### src/rtl/pwm_oe_pkg.sv
package pwm_oe_pkg;

    localparam int UPD_W = 2;

    localparam logic ADDR_MODE = 1'b0;
    localparam logic ADDR_EN   = 1'b1;

    typedef enum logic [UPD_W-1:0] {
        UPD_NOW    = 2'd0,
        UPD_ALIAS  = 2'd1,
        UPD_LOCAL  = 2'd2,
        UPD_GLOBAL = 2'd3
    } upd_mode_e;

    typedef struct packed {
        logic busy;
        logic val;
    } pend_t;

    function automatic logic is_deferred(input upd_mode_e m);
        return (m == UPD_LOCAL) || (m == UPD_GLOBAL);
    endfunction

    function automatic logic may_apply(input upd_mode_e m, input logic zero,
                                       input logic gsync_ok);
        return zero && ((m == UPD_LOCAL) || ((m == UPD_GLOBAL) && gsync_ok));
    endfunction

endpackage

### src/rtl/pwm_oe_mode_reg.sv
module pwm_oe_mode_reg #(
    parameter int MODE_BITS = 16
) (
    input  logic                 clk,
    input  logic                 rst,
    input  logic                 we,
    input  logic [MODE_BITS-1:0] wdata,
    output logic [MODE_BITS-1:0] mode_q
);
    always_ff @(posedge clk) begin
        if (rst) begin
            mode_q <= '0;
        end else if (we) begin
            mode_q <= wdata;
        end
    end
endmodule

### src/rtl/pwm_oe_gen_sync.sv
module pwm_oe_gen_sync (
    input  logic clk,
    input  logic rst,
    input  logic req,
    input  logic zero,
    output logic armed
);
    always_ff @(posedge clk) begin
        if (rst) begin
            armed <= 1'b0;
        end else begin
            armed <= req | (armed & ~zero);
        end
    end
endmodule

### src/rtl/pwm_oe_bit_cell.sv
module pwm_oe_bit_cell
    import pwm_oe_pkg::*;
(
    input  logic      clk,
    input  logic      rst,
    input  upd_mode_e mode,
    input  logic      wr,
    input  logic      wbit,
    input  logic      zero,
    input  logic      gsync_ok,
    output logic      active
);
    pend_t pend_q;

    always_ff @(posedge clk) begin
        if (rst) begin
            pend_q <= '0;
            active <= 1'b0;
        end else if (wr) begin
            if (is_deferred(mode)) begin
                pend_q <= '{busy: 1'b1, val: wbit};
            end else begin
                pend_q <= '0;
                active <= wbit;
            end
        end else if (pend_q.busy && may_apply(mode, zero, gsync_ok)) begin
            active <= pend_q.val;
            pend_q <= '0;
        end
    end
endmodule

### src/rtl/pwm_oe_update_ctrl.sv
module pwm_oe_update_ctrl
    import pwm_oe_pkg::*;
#(
    parameter int NUM_GEN      = 4,
    parameter int OUTS_PER_GEN = 2,
    parameter int DATA_W       = 32,
    localparam int NUM_OUT     = NUM_GEN * OUTS_PER_GEN,
    localparam int MODE_BITS   = NUM_OUT * UPD_W
) (
    input  logic               clk,
    input  logic               rst,
    input  logic               reg_we,
    input  logic               reg_addr,
    input  logic [DATA_W-1:0]  reg_wdata,
    output logic [DATA_W-1:0]  reg_rdata,
    input  logic [NUM_GEN-1:0] cnt_zero,
    input  logic [NUM_GEN-1:0] gsync_req,
    output logic [NUM_OUT-1:0] out_en
);
    logic [MODE_BITS-1:0] mode_q;
    logic [NUM_GEN-1:0]   gsync_armed;
    logic                 mode_we;
    logic                 en_we;

    assign mode_we = reg_we && (reg_addr == ADDR_MODE);
    assign en_we   = reg_we && (reg_addr == ADDR_EN);

    pwm_oe_mode_reg #(.MODE_BITS(MODE_BITS)) u_mode (
        .clk    (clk),
        .rst    (rst),
        .we     (mode_we),
        .wdata  (reg_wdata[MODE_BITS-1:0]),
        .mode_q (mode_q)
    );

    for (genvar g = 0; g < NUM_GEN; g++) begin : g_gen
        pwm_oe_gen_sync u_sync (
            .clk   (clk),
            .rst   (rst),
            .req   (gsync_req[g]),
            .zero  (cnt_zero[g]),
            .armed (gsync_armed[g])
        );
    end

    for (genvar n = 0; n < NUM_OUT; n++) begin : g_out
        localparam int GEN = n / OUTS_PER_GEN;
        upd_mode_e field;
        assign field = upd_mode_e'(mode_q[n*UPD_W +: UPD_W]);

        pwm_oe_bit_cell u_cell (
            .clk      (clk),
            .rst      (rst),
            .mode     (field),
            .wr       (en_we),
            .wbit     (reg_wdata[n]),
            .zero     (cnt_zero[GEN]),
            .gsync_ok (gsync_armed[GEN]),
            .active   (out_en[n])
        );
    end

    always_comb begin
        if (reg_addr == ADDR_MODE) begin
            reg_rdata = {{(DATA_W-MODE_BITS){1'b0}}, mode_q};
        end else begin
            reg_rdata = {{(DATA_W-NUM_OUT){1'b0}}, out_en};
        end
    end
endmodule

### config.mk
export PLATFORM = sky130hd
export DESIGN_NAME = pwm_oe_update_ctrl
export DESIGN_NICKNAME = d
export VERILOG_FILES = /design/src/rtl/pwm_oe_pkg.sv /design/src/rtl/pwm_oe_mode_reg.sv /design/src/rtl/pwm_oe_gen_sync.sv /design/src/rtl/pwm_oe_bit_cell.sv /design/src/rtl/pwm_oe_update_ctrl.sv
export SDC_FILE = /design/constraint.sdc
export NUM_CORES = 1
export LEC_CHECK = 0
export ABC_AREA = 0
export BUFFER_PORTS_ARGS = -buffer_cell sky130_fd_sc_hd__buf_2
export CORE_MARGIN = 2
export CORE_UTILIZATION = 40
export CTS_CLUSTER_SIZE = 25
export DETAILED_ROUTE_END_ITERATION = 7
export GPL_ROUTABILITY_DRIVEN = 1
export GPL_TIMING_DRIVEN = 0
export PLACE_DENSITY = 0.66
export SLEW_MARGIN = 20
export SYNTH_ARGS = -nofsm -noshare
export SYNTH_HDL_FRONTEND = slang
export SYNTH_SLANG_ARGS = --single-unit
### constraint.sdc
create_clock -name clk -period 2.2 [get_ports clk]
set_clock_uncertainty 0.15 [all_clocks]
set_input_delay 0.22 -clock clk [delete_from_list [all_inputs] [get_ports clk]]
set_output_delay 0.22 -clock clk [all_outputs]
set_load 0.005 [all_outputs]
==> results of run 1 <==
-- timing repair --
item | CTS | global route
hold buffers | 7 | 1
hold endpoints to repair | 7 | 1
buffers inserted | 0 | 0
gates resized for setup | 0 | 0
-- kinds of logic (layout without fill, tap and decap cells) --
group,Yosys count,in the layout
muxes,16,16
buffers and inverters,54,121
AOI/OAI and AO/OA,77,77
DFF,44,44
other,1,16
and+or+nand+nor,99,99
-- flip-flops by register name (all words and copies together) (netlist names) --
name,cells
g_out.u_cell.pend_q,16
u_mode.mode_q,16
g_gen.u_sync.armed,4
g_out.u_cell.active,8
-- worst paths after layout --
path | startpoint | slack (ns) | endpoint | cells past startpoint
setup reg to reg | u_mode.mode_q[3] | 0.72 | g_out[1].u_cell.active | 3
hold reg to reg | u_mode.mode_q[6] | 0.32 | u_mode.mode_q[6] | 2
hold / removal | reg_wdata[15] | 0.003 | u_mode.mode_q[15] | 3
setup / recovery | reg_addr | 0.40 | reg_rdata[6] | 5
-- cells in the mapped netlist (all sizes together) --
cell / instances
a211o: 5
a21bo: 4
a21oi: 44
and2: 1
buf: 34
clkbuf: 9
conb: 1
dfxtp: 44
inv: 11
mux2: 11
mux2i: 5
nand2: 45
nand2b: 6
nand3: 16
nand3b: 7
nor2: 5
nor2b: 19
o211ai: 11
o21bai: 1
o311ai: 4
o31ai: 5
o32ai: 1
o41ai: 2
-- final cells by class --
class | instances | area [µm²] | share of cell area [%]
plain buffers | 43 | 282 | 9.54
clock buffers | 8 | 90.1 | 3.05
inverters | 11 | 41.3 | 1.40
multi-input cells | 208 | 1230 | 41.6
flip-flops and latches | 44 | 881 | 29.9
well taps | 75 | 93.8 | 3.18
repair buffers | 59 | 335 | 11.4
-- layer usage --
metal  up-vias  track usage [%]  routed length [µm]  share of wire (%)
li1       1123                -                   -                  -
met1      1049             26.4                2840                 43
met2        91             35.0                3090                 47
met3        10             3.78                 599                9.1
met4         0             7.12                  83                1.3
met5         -                0                   0                  0
-- report_power, final --
| part | leakage (nW) | switching [mW] | internal, mW |
|---|---|---|---|
| Sequential | 0.358 | 0.0230 | 0.822 |
| Combinational | 0.879 | 0.140 | 0.120 |
| Clock | 0.0455 | 0.275 | 0.256 |
-- worst max-delay path, stage by stage --
cell and delay (ns):
buf_2 0.10, buf_6 0.14, clkbuf_1 0.43, mux2_2 0.41, buf_2 0.13
==> impl_results.md, run 1 <==
- Initial antenna violation count: 0
- Synth warn: 0
- Clock root buffer: clkbuf_8
- Worst-path clk slew: 0.08 ns
- Iteration-0 DRC Markers: 157
- Initial Util: 40.8%
- CTS Buf Count: 5
- Register area share after synthesis: 37.1%
- Final setup fails: 0
- Setup ws final: 0.398 ns
- Fill cells: 617
- Cell taking the most area after synthesis: dfxtp_1
- IO Port Bufs: 51
- Post-Place Setup Slack: 0.356 ns
- I/O pin count: 84
- Sinks on Clock Net: 44
- Slew of the pin with the lowest slew margin: 0.627 ns
- Worst skew pair latency: 0.30 ns
- Worst slew margin: 58.2%
- Overall Power: 1.64 mW
- Row count: 28
- Drt wl/cell: 14.7 µm
- Worst min path class: input port to flip-flop
- Final hold vios: 0
- Cells after Synth: 291
- Pwr/cell area: 555 nW/µm²
- CP Class: input port to output port
- Post-Synth XOR/XNOR Area: 0%
- Largest net degree at the start of global routing: 13
- Fin crit period: 1.80 ns
- Max Transition Viols Final: 0
- Residual DRC: 0
- Routed Antenna Nets: 0
- Synth Area per Inst: 8.16 µm²
- Synth area leaders: dfxtp_1 37%, a21oi_1 9.3%, buf_4 7.6%
- CP max FO: 10
- Core Area: 5820 µm²
- DRT Pass-1 Iters: 4
- Hold Slack: 0.00273 ns
- H-tree levels: 2
- Post-synthesis adder-cell area fraction: 0%
- Synthesized flop and latch total: 44
- Via density: 5.07
- Die ar.: 6570 µm²
- Status: completed
- Routed wire length: 6600 µm
- Clock Tree Buf Depth: 2
- Highest clock rate: 555 MHz
- Grt total ovfl: 0
- Crit path DAT: 1.43 ns
- RePlAce Congestion: 0.840
- Placed Instances: 432
- Area Overhead vs Synth: 24.2%
- RSZ-0062 raised after global routing: false
- Post-synth top area share: 37.1%
- Compound-Gate Fraction of Synth Area: 21.4%
- Cell Area, Synth: 2370 µm²
- Detail Placement HPWL: 4540 µm
- CP endpoint kind: output port
- Layout cells sized above 1: 29.0%
- Final nets: 416
- Critical path launch point type: input port
- VDD IR max: 320 µV
- Final Util: 50.7%
- # diodes: 0
- Yosys cell types: 26
- Fin Setup TNS: 0 ns
- Leakage: 1.28 nW
- CTS tree: done
- Most frequent cells in the layout: 57 x buf_2, 45 x nand2_1, 44 x a21oi_1, 44 x dfxtp_1, 24 x buf_4
- Die X: 81.1 µm
- Die Ht: 81.1 µm
- Final Cycle Share: 81.9%
- Commonest non-fill, non-tap cell in the layout: buf_2
- Required time worst endpoint: 1.83 ns
- Vias: 2273
- Largest family of logic cells by synthesized area: compound AO/OA/AOI/OAI gates
- Synth Area in Simple Gates: 20.4%
- All-Layer GR Usage: 20.7%
- Maxcap violations: 0
- Post-layout instance area: 2950 µm²
- Vias in the first global route: 2129
- Finished Layout Cells: 448
- Area after DPL: 2780 µm²
- Post-synthesis mux area share: 7.32%
- First-pass GRT wire length: 10200 µm
Note: power is estimated with default switching activity, not from simulation.
==> run 2: changes to the inputs <==
clock period = 1.8 ns   (was 2.2 ns; I/O delays follow)
==> run 2 against run 1 <==
Against the previous run:
- the flow now finishes with violations (hold timing)
- count of clock-buffer cells in the layout unchanged
- combinational power increased by 29%
- sequential share of layout area decreased by 0.98 points
- worst setup slack got worse by 0.33 ns
- power increased by 23%
- sequential cell count unchanged
- clock power increased by 23%
- critical endpoint unchanged
==> impl_results.md, run 2 (synthesis gave the netlist of run 1 again) <==
- Number of setup buffers added after CTS: 0 (unchanged)
- Worst min path class: input port to flip-flop
- CTS Buf Count: 5 (unchanged)
- Sinks on Clock Net: 44 (unchanged)
- CP dominant cell by count: buf_2
- Placed Instances: 432 (unchanged)
- First-pass GRT wire length: 10500 µm (+2.6%)
- Worst skew pair latency: 0.30 ns (about the same)
- IO Port Bufs: 51 (unchanged)
- RSZ-0062 raised after global routing: false
- CP Class: input port to output port
- Detail Placement HPWL: 4540 µm (unchanged)
- Clock root buffer: clkbuf_8
- Max stage delay cell, worst path: clkbuf_1
- Post-Place Setup Slack: -0.00419 ns (-0.360 ns)
- Fin Setup TNS: 0 ns (unchanged)
- Die ar.: 6570 µm² (unchanged)
- Commonest non-fill, non-tap cell in the layout: buf_2
- DRT Pass-1 Iters: 4 (unchanged)
- Area after DPL: 2780 µm² (unchanged)
- Final Util: 52.5% (+1.7 points)
- Crit-path leading delay family: buffers and inverters
- Die X: 81.1 µm (unchanged)
- Pwr/cell area: 662 nW/µm² (+19%)
- Overall Power: 2.02 mW (+23%)
- H-tree levels: 2 (unchanged)
- Post-layout instance area: 3050 µm² (+3.4%)
- Fill cells: 597 (-3.2%)
- Worst slew margin: 59.1% (+0.98 points)
- Setup ws final: 0.0695 ns (-0.329 ns)
- Initial Util: 40.8% (unchanged)
- Leakage: 1.32 nW (+3.3%)
- Worst-path clk slew: 0.08 ns (about the same)
- I/O pin count: 84 (unchanged)
- Routed Antenna Nets: 0 (unchanged)
- Status: complete, but fails checks
- Required time worst endpoint: 1.47 ns (-0.36 ns)
- Row count: 28 (unchanged)
- CP max FO: 10 (unchanged)
- Final Cycle Share: 96.1%
- Most frequent cells in the layout: 57 x buf_2, 45 x nand2_1, 44 x a21oi_1, 44 x dfxtp_1, 24 x buf_4
- Clock Tree Buf Depth: 2 (unchanged)
- Fin crit period: 1.73 ns
- Final hold vios: 1 (+1)
- Crit path DAT: 1.40 ns (-0.03 ns)
- Via density: 5.00 (-1.5%)
- Iteration-0 DRC Markers: 128 (-18%)
- All-Layer GR Usage: 21.2% (+0.49 points)
- Routed wire length: 6640 µm (+0.59%)
- Die Ht: 81.1 µm (unchanged)
- Maxcap violations: 0 (unchanged)
- RePlAce Congestion: 0.840 (unchanged)
- Highest clock rate: 578 MHz
- Hold Slack: -0.00302 ns (-0.00575 ns)
- # diodes: 0 (unchanged)
- Grt total ovfl: 0 (unchanged)
- Final nets: 426 (+2.4%)
- CTS tree: done
- Crit path buf inv count: 4 (unchanged)
- Slew of the pin with the lowest slew margin: 0.613 ns (-0.0147 ns)
- Crit path largest cell delay: 0.43 ns (about the same)
- Residual DRC: 0 (unchanged)
- Layout cells sized above 1: 28.2% (-0.76 points)
- Vias: 2290 (+0.75%)
- CP endpoint kind: output port
- Core Area: 5820 µm² (unchanged)
- VDD IR max: 396 µV (+24%)
- Finished Layout Cells: 458 (+2.2%)
- Largest regs: g_out.u_cell.pend_q x16, u_mode.mode_q x16, g_out.u_cell.active x8
- Failing checks: hold timing
- Final setup fails: 0 (unchanged)
- Crit-path cells: buf_2 -> buf_6 -> clkbuf_1 -> mux2_2 -> buf_2
- Initial antenna violation count: 0 (unchanged)
- Drt wl/cell: 14.5 µm (-1.6%)
- Largest net degree at the start of global routing: 13 (unchanged)
- Vias in the first global route: 2196 (+3.1%)
- Max Transition Viols Final: 0 (unchanged)
- Critical path launch point type: input port
- Area Overhead vs Synth: 28.5%
==> run 2: cell count changes in the layout (fill, tap and decap cells not counted) <==
cell / before / now
dlygate4sd3_1: 8 / 18
==> run 2: cell type report <==
class / count / area [µm²] / area share (%)
plain buffers: 43 / 282 / 9.23
clock buffers: 8 / 90.1 / 2.95
inverters: 11 / 41.3 / 1.35
multi-input cells: 208 / 1230 / 40.2
flip-flops and latches: 44 / 881 / 28.9
well taps: 75 / 93.8 / 3.08
repair buffers: 69 / 435 / 14.3
==> run 2: report_power, final <==
group | total (mW) | leakage [nW] | internal, mW | switching [mW]
clock network | 0.653 | 0.0455 | 0.314 | 0.339
logic | 0.335 | 0.921 | 0.161 | 0.175
registers | 1.03 | 0.358 | 1.00 | 0.0279
total | 2.02 | 1.32 | 1.48 | 0.542
==> run 2: per-layer routing <==
| metal | GRT usage, % | part of all wire (%) | up-vias |
|---|---|---|---|
| met5 | 0 | 0 | - |
| met4 | 6.78 | 1.2 | 0 |
| met3 | 3.56 | 5.4 | 10 |
| met2 | 36.6 | 48 | 79 |
| met1 | 26.8 | 45 | 1058 |
| li1 | - | - | 1143 |
==> run 2: final timing paths <==
kind                          start                      to  slack (ns)  depth (start not counted)
setup / recovery           reg_addr            reg_rdata[6]        0.07                          5
hold / removal         reg_wdata[2]        u_mode.mode_q[2]      -0.003                          3
setup reg to reg   u_mode.mode_q[3]  g_out[1].u_cell.active        0.32                          3
hold reg to reg   u_mode.mode_q[12]       u_mode.mode_q[12]        0.32                          2
==> run 2: tightest hold or removal path, stage by stage <==
cell,delay (ns)
buf_2,0.12
nand2_1,0.05
a21oi_1,0.05
==> run 2: what timing repair did <==
| item | CTS | global route |
|---|---|---|
| hold buffers | 18 | 0 |
| endpoints found under the setup margin | 0 | 0 |
| endpoints found under the hold margin | 19 | 0 |
| resized for setup | 0 | 0 |
==> run 3: changes to the inputs <==
CELL_PAD_IN_SITES_DETAIL_PLACEMENT = 1   (was default)
CELL_PAD_IN_SITES_GLOBAL_PLACEMENT = 1   (was default)
CORE_MARGIN = default   (was 2)
CORE_UTILIZATION = 25   (was 40)
PLACE_DENSITY = 0.59   (was 0.66)
==> run 3 against run 2 <==
Against the previous run:
- the run now ends clean
- non-clock buffer count grew 1
- critical endpoint is now reg_rdata[5]
- critical path type unchanged
- highest routed layer unchanged
- utilization shrank 18 points
- sequential cell count is the same
==> impl_results.md, run 3 (synthesis gave the netlist of run 1 again) <==
- Status: completed
- CP Class: input port to output port
- Routed wire length: 7440 µm (+12%)
- CTS tree: done
- All-Layer GR Usage: 15.8% (-5.3 points)
- Die Ht: 99.5 µm (+23%)
- Die ar.: 9890 µm² (+51%)
- Crit-path leading delay family: buffers and inverters
- Critical path launch point type: input port
- R2R Path End: g_out[1].u_cell.active
- R2R depth: 3 (unchanged)
- Leakage: 1.34 nW (+1.3%)
- Final Util: 34.1% (-18 points)
- CP endpoint kind: output port
- Hold Path Depth: 4 (+1)
- H-tree levels: 2 (unchanged)
- Crit path buf inv count: 4 (unchanged)
- Worst min path class: input port to flip-flop
- Min-delay src: cnt_zero[0]
- Clock root buffer: clkbuf_8
- Worst slew margin: 55.2% (-3.9 points)
- Fin crit period: 1.66 ns (-0.0726 ns)
- Cts repair resizes: 0 (unchanged)
- Die X: 99.5 µm (+23%)
- Crit path DAT: 1.33 ns (-0.07 ns)
- Largest net degree at the start of global routing: 14 (+1)
- Vias: 2316 (+1.1%)
- CTS Buf Count: 5 (unchanged)
- Sinks on Clock Net: 44 (unchanged)
- IO Port Bufs: 51 (unchanged)
- Area after DPL: 2850 µm² (+2.4%)
- Fin Setup TNS: 0 ns (unchanged)
- Final nets: 427 (+0.23%)
- Final Cycle Share: 92.1% (-4.0 points)
- Worst-path clk slew: 0.09 ns (about the same)
- Max Transition Viols Final: 0 (unchanged)
- Placed Instances: 486 (+13%)
- Worst skew pair latency: 0.31 ns (about the same)
- RSZ-0062 raised after global routing: false
- WHS Endpoint: g_gen[0].u_sync.armed
- Commonest non-fill, non-tap cell in the layout: buf_2
- CP dominant cell by count: buf_2
- Finished Layout Cells: 513 (+12%)
- Grt total ovfl: 0 (unchanged)
- RePlAce Congestion: 0.797 (-5.2%)
- Iteration-0 DRC Markers: 88 (-31%)
- Detail Placement HPWL: 5310 µm (+17%)
- Via density: 4.51 (-9.7%)
- I/O pin count: 84 (unchanged)
- Highest clock rate: 603 MHz (+4.4%)
- Post-Place Setup Slack: -0.0257 ns (-0.0215 ns)
- DRT Pass-1 Iters: 4 (unchanged)
- Row count: 35 (+25%)
- Maxcap violations: 0 (unchanged)
- Max stage delay cell, worst path: mux2_2
- Residual DRC: 0 (unchanged)
- Vias in the first global route: 2254 (+2.6%)
- Setup ws final: 0.142 ns (+0.0726 ns)
- Layout cells sized above 1: 28.4% (+0.19 points)
- Final hold vios: 0 (-1)
- Routed Antenna Nets: 0 (unchanged)
- Most frequent cells in the layout: 57 x buf_2, 45 x nand2_1, 44 x a21oi_1, 44 x dfxtp_1, 24 x buf_4
- First-pass GRT wire length: 11900 µm (+13%)
- Initial antenna violation count: 0 (unchanged)
- Crit path largest cell delay: 0.39 ns (-0.04 ns)
- Post-layout instance area: 3150 µm² (+3.3%)
- Area Overhead vs Synth: 32.7%
- Required time worst endpoint: 1.47 ns (about the same)
- Final setup fails: 0 (unchanged)
- Reg2Reg Launch Point: u_mode.mode_q[3]
- Drt wl/cell: 14.5 µm (about the same)
- Largest regs: g_out.u_cell.pend_q x16, u_mode.mode_q x16, g_out.u_cell.active x8
- Crit-path cells: buf_2 -> buf_6 -> buf_2 -> mux2_2 -> buf_2
- Core Area: 9240 µm² (+59%)
- Clock Tree Buf Depth: 2 (unchanged)
- Internal reg-to-reg setup slack: 0.20 ns (-0.12 ns)
- Pwr/cell area: 681 nW/µm² (+2.9%)
- CP max FO: 19 (+9)
- VDD IR max: 276 µV (-30%)
- Critical path depth in cells: 5 (unchanged)
- Slew of the pin with the lowest slew margin: 0.672 ns (+0.0588 ns)
- Initial Util: 25.7% (-15 points)
- # diodes: 0 (unchanged)
- Number of setup buffers added after CTS: 0 (unchanged)
[run 3: cell types whose count changed in the layout (fill, tap and decap cells not counted)]
cell	change
clkbuf_1	-2
clkinv_2	+1
dlygate4sd3_1	+2
clkbuf_8	-1
bufinv_16	+1
[run 3: power breakdown]
part / switching [mW] / total (mW) / internal [mW]
sequential: 0.0295 / 1.03 / 1.00
combinational: 0.178 / 0.341 / 0.163
clock: 0.360 / 0.772 / 0.413
total: 0.567 / 2.15 / 1.58
[run 3: final cells by class]
| type | count | area [µm²] |
|---|---|---|
| multi-input combinational | 208 | 1230 |
| tap | 129 | 161 |
| sequential | 44 | 881 |
| clock inverter | 2 | 35.0 |
| timing repair buffer | 71 | 455 |
| fill | 1146 | 6090 |
| clock buffer | 6 | 72.6 |
| inverter | 11 | 41.3 |
| buffer | 42 | 278 |
[run 3: worst min-delay path, delay by kind of cell]
kind | cells | cell delay, ns
AND/OR/NAND/NOR | 1 | 0.07
AO/OA/AOI/OAI | 1 | 0.05
buffers and inverters | 2 | 0.17
[run 3: how the worst max path moves through the flow]
| stage | startpoint | to | slack [ns] |
|---|---|---|---|
| after floorplan | reg_addr | g_out[4].u_cell.active | 0.33 |
| after global routing | reg_addr | reg_rdata[5] | 0.08 |
| after detailed placement | rst | g_gen[1].u_sync.armed | -0.03 |
| after global placement | rst | g_gen[0].u_sync.armed | -0.009 |
| after CTS | reg_addr | reg_rdata[6] | 0.02 |
| final | reg_addr | reg_rdata[5] | 0.14 |
[run 3: repair_timing]
action | in CTS | in global routing
hold buffers | 20 | 0
endpoints found under the hold margin | 23 | 0
setup endpoints to repair | 0 | 1
[run 3: routing by layer]
layer | share of wire [%] | GRT usage [%] | wire (µm)
met1 | 47 | 20.4 | 3460
met2 | 48 | 26.9 | 3600
met3 | 3.8 | 3.09 | 279
met4 | 1.3 | 4.52 | 98
met5 | 0 | 0 | 0
[run 3: metrics by stage]
| stage | total power, mW | hold slack (ns) |
|---|---|---|
| floorplan | 1.24 | 0.147 |
| global placement | 1.36 | 0.240 |
| detailed placement | 1.37 | 0.246 |
| global route | 2.25 | 0.0710 |
| finish | 2.15 | 0.0483 |
| CTS | 2.18 | 0.0481 |
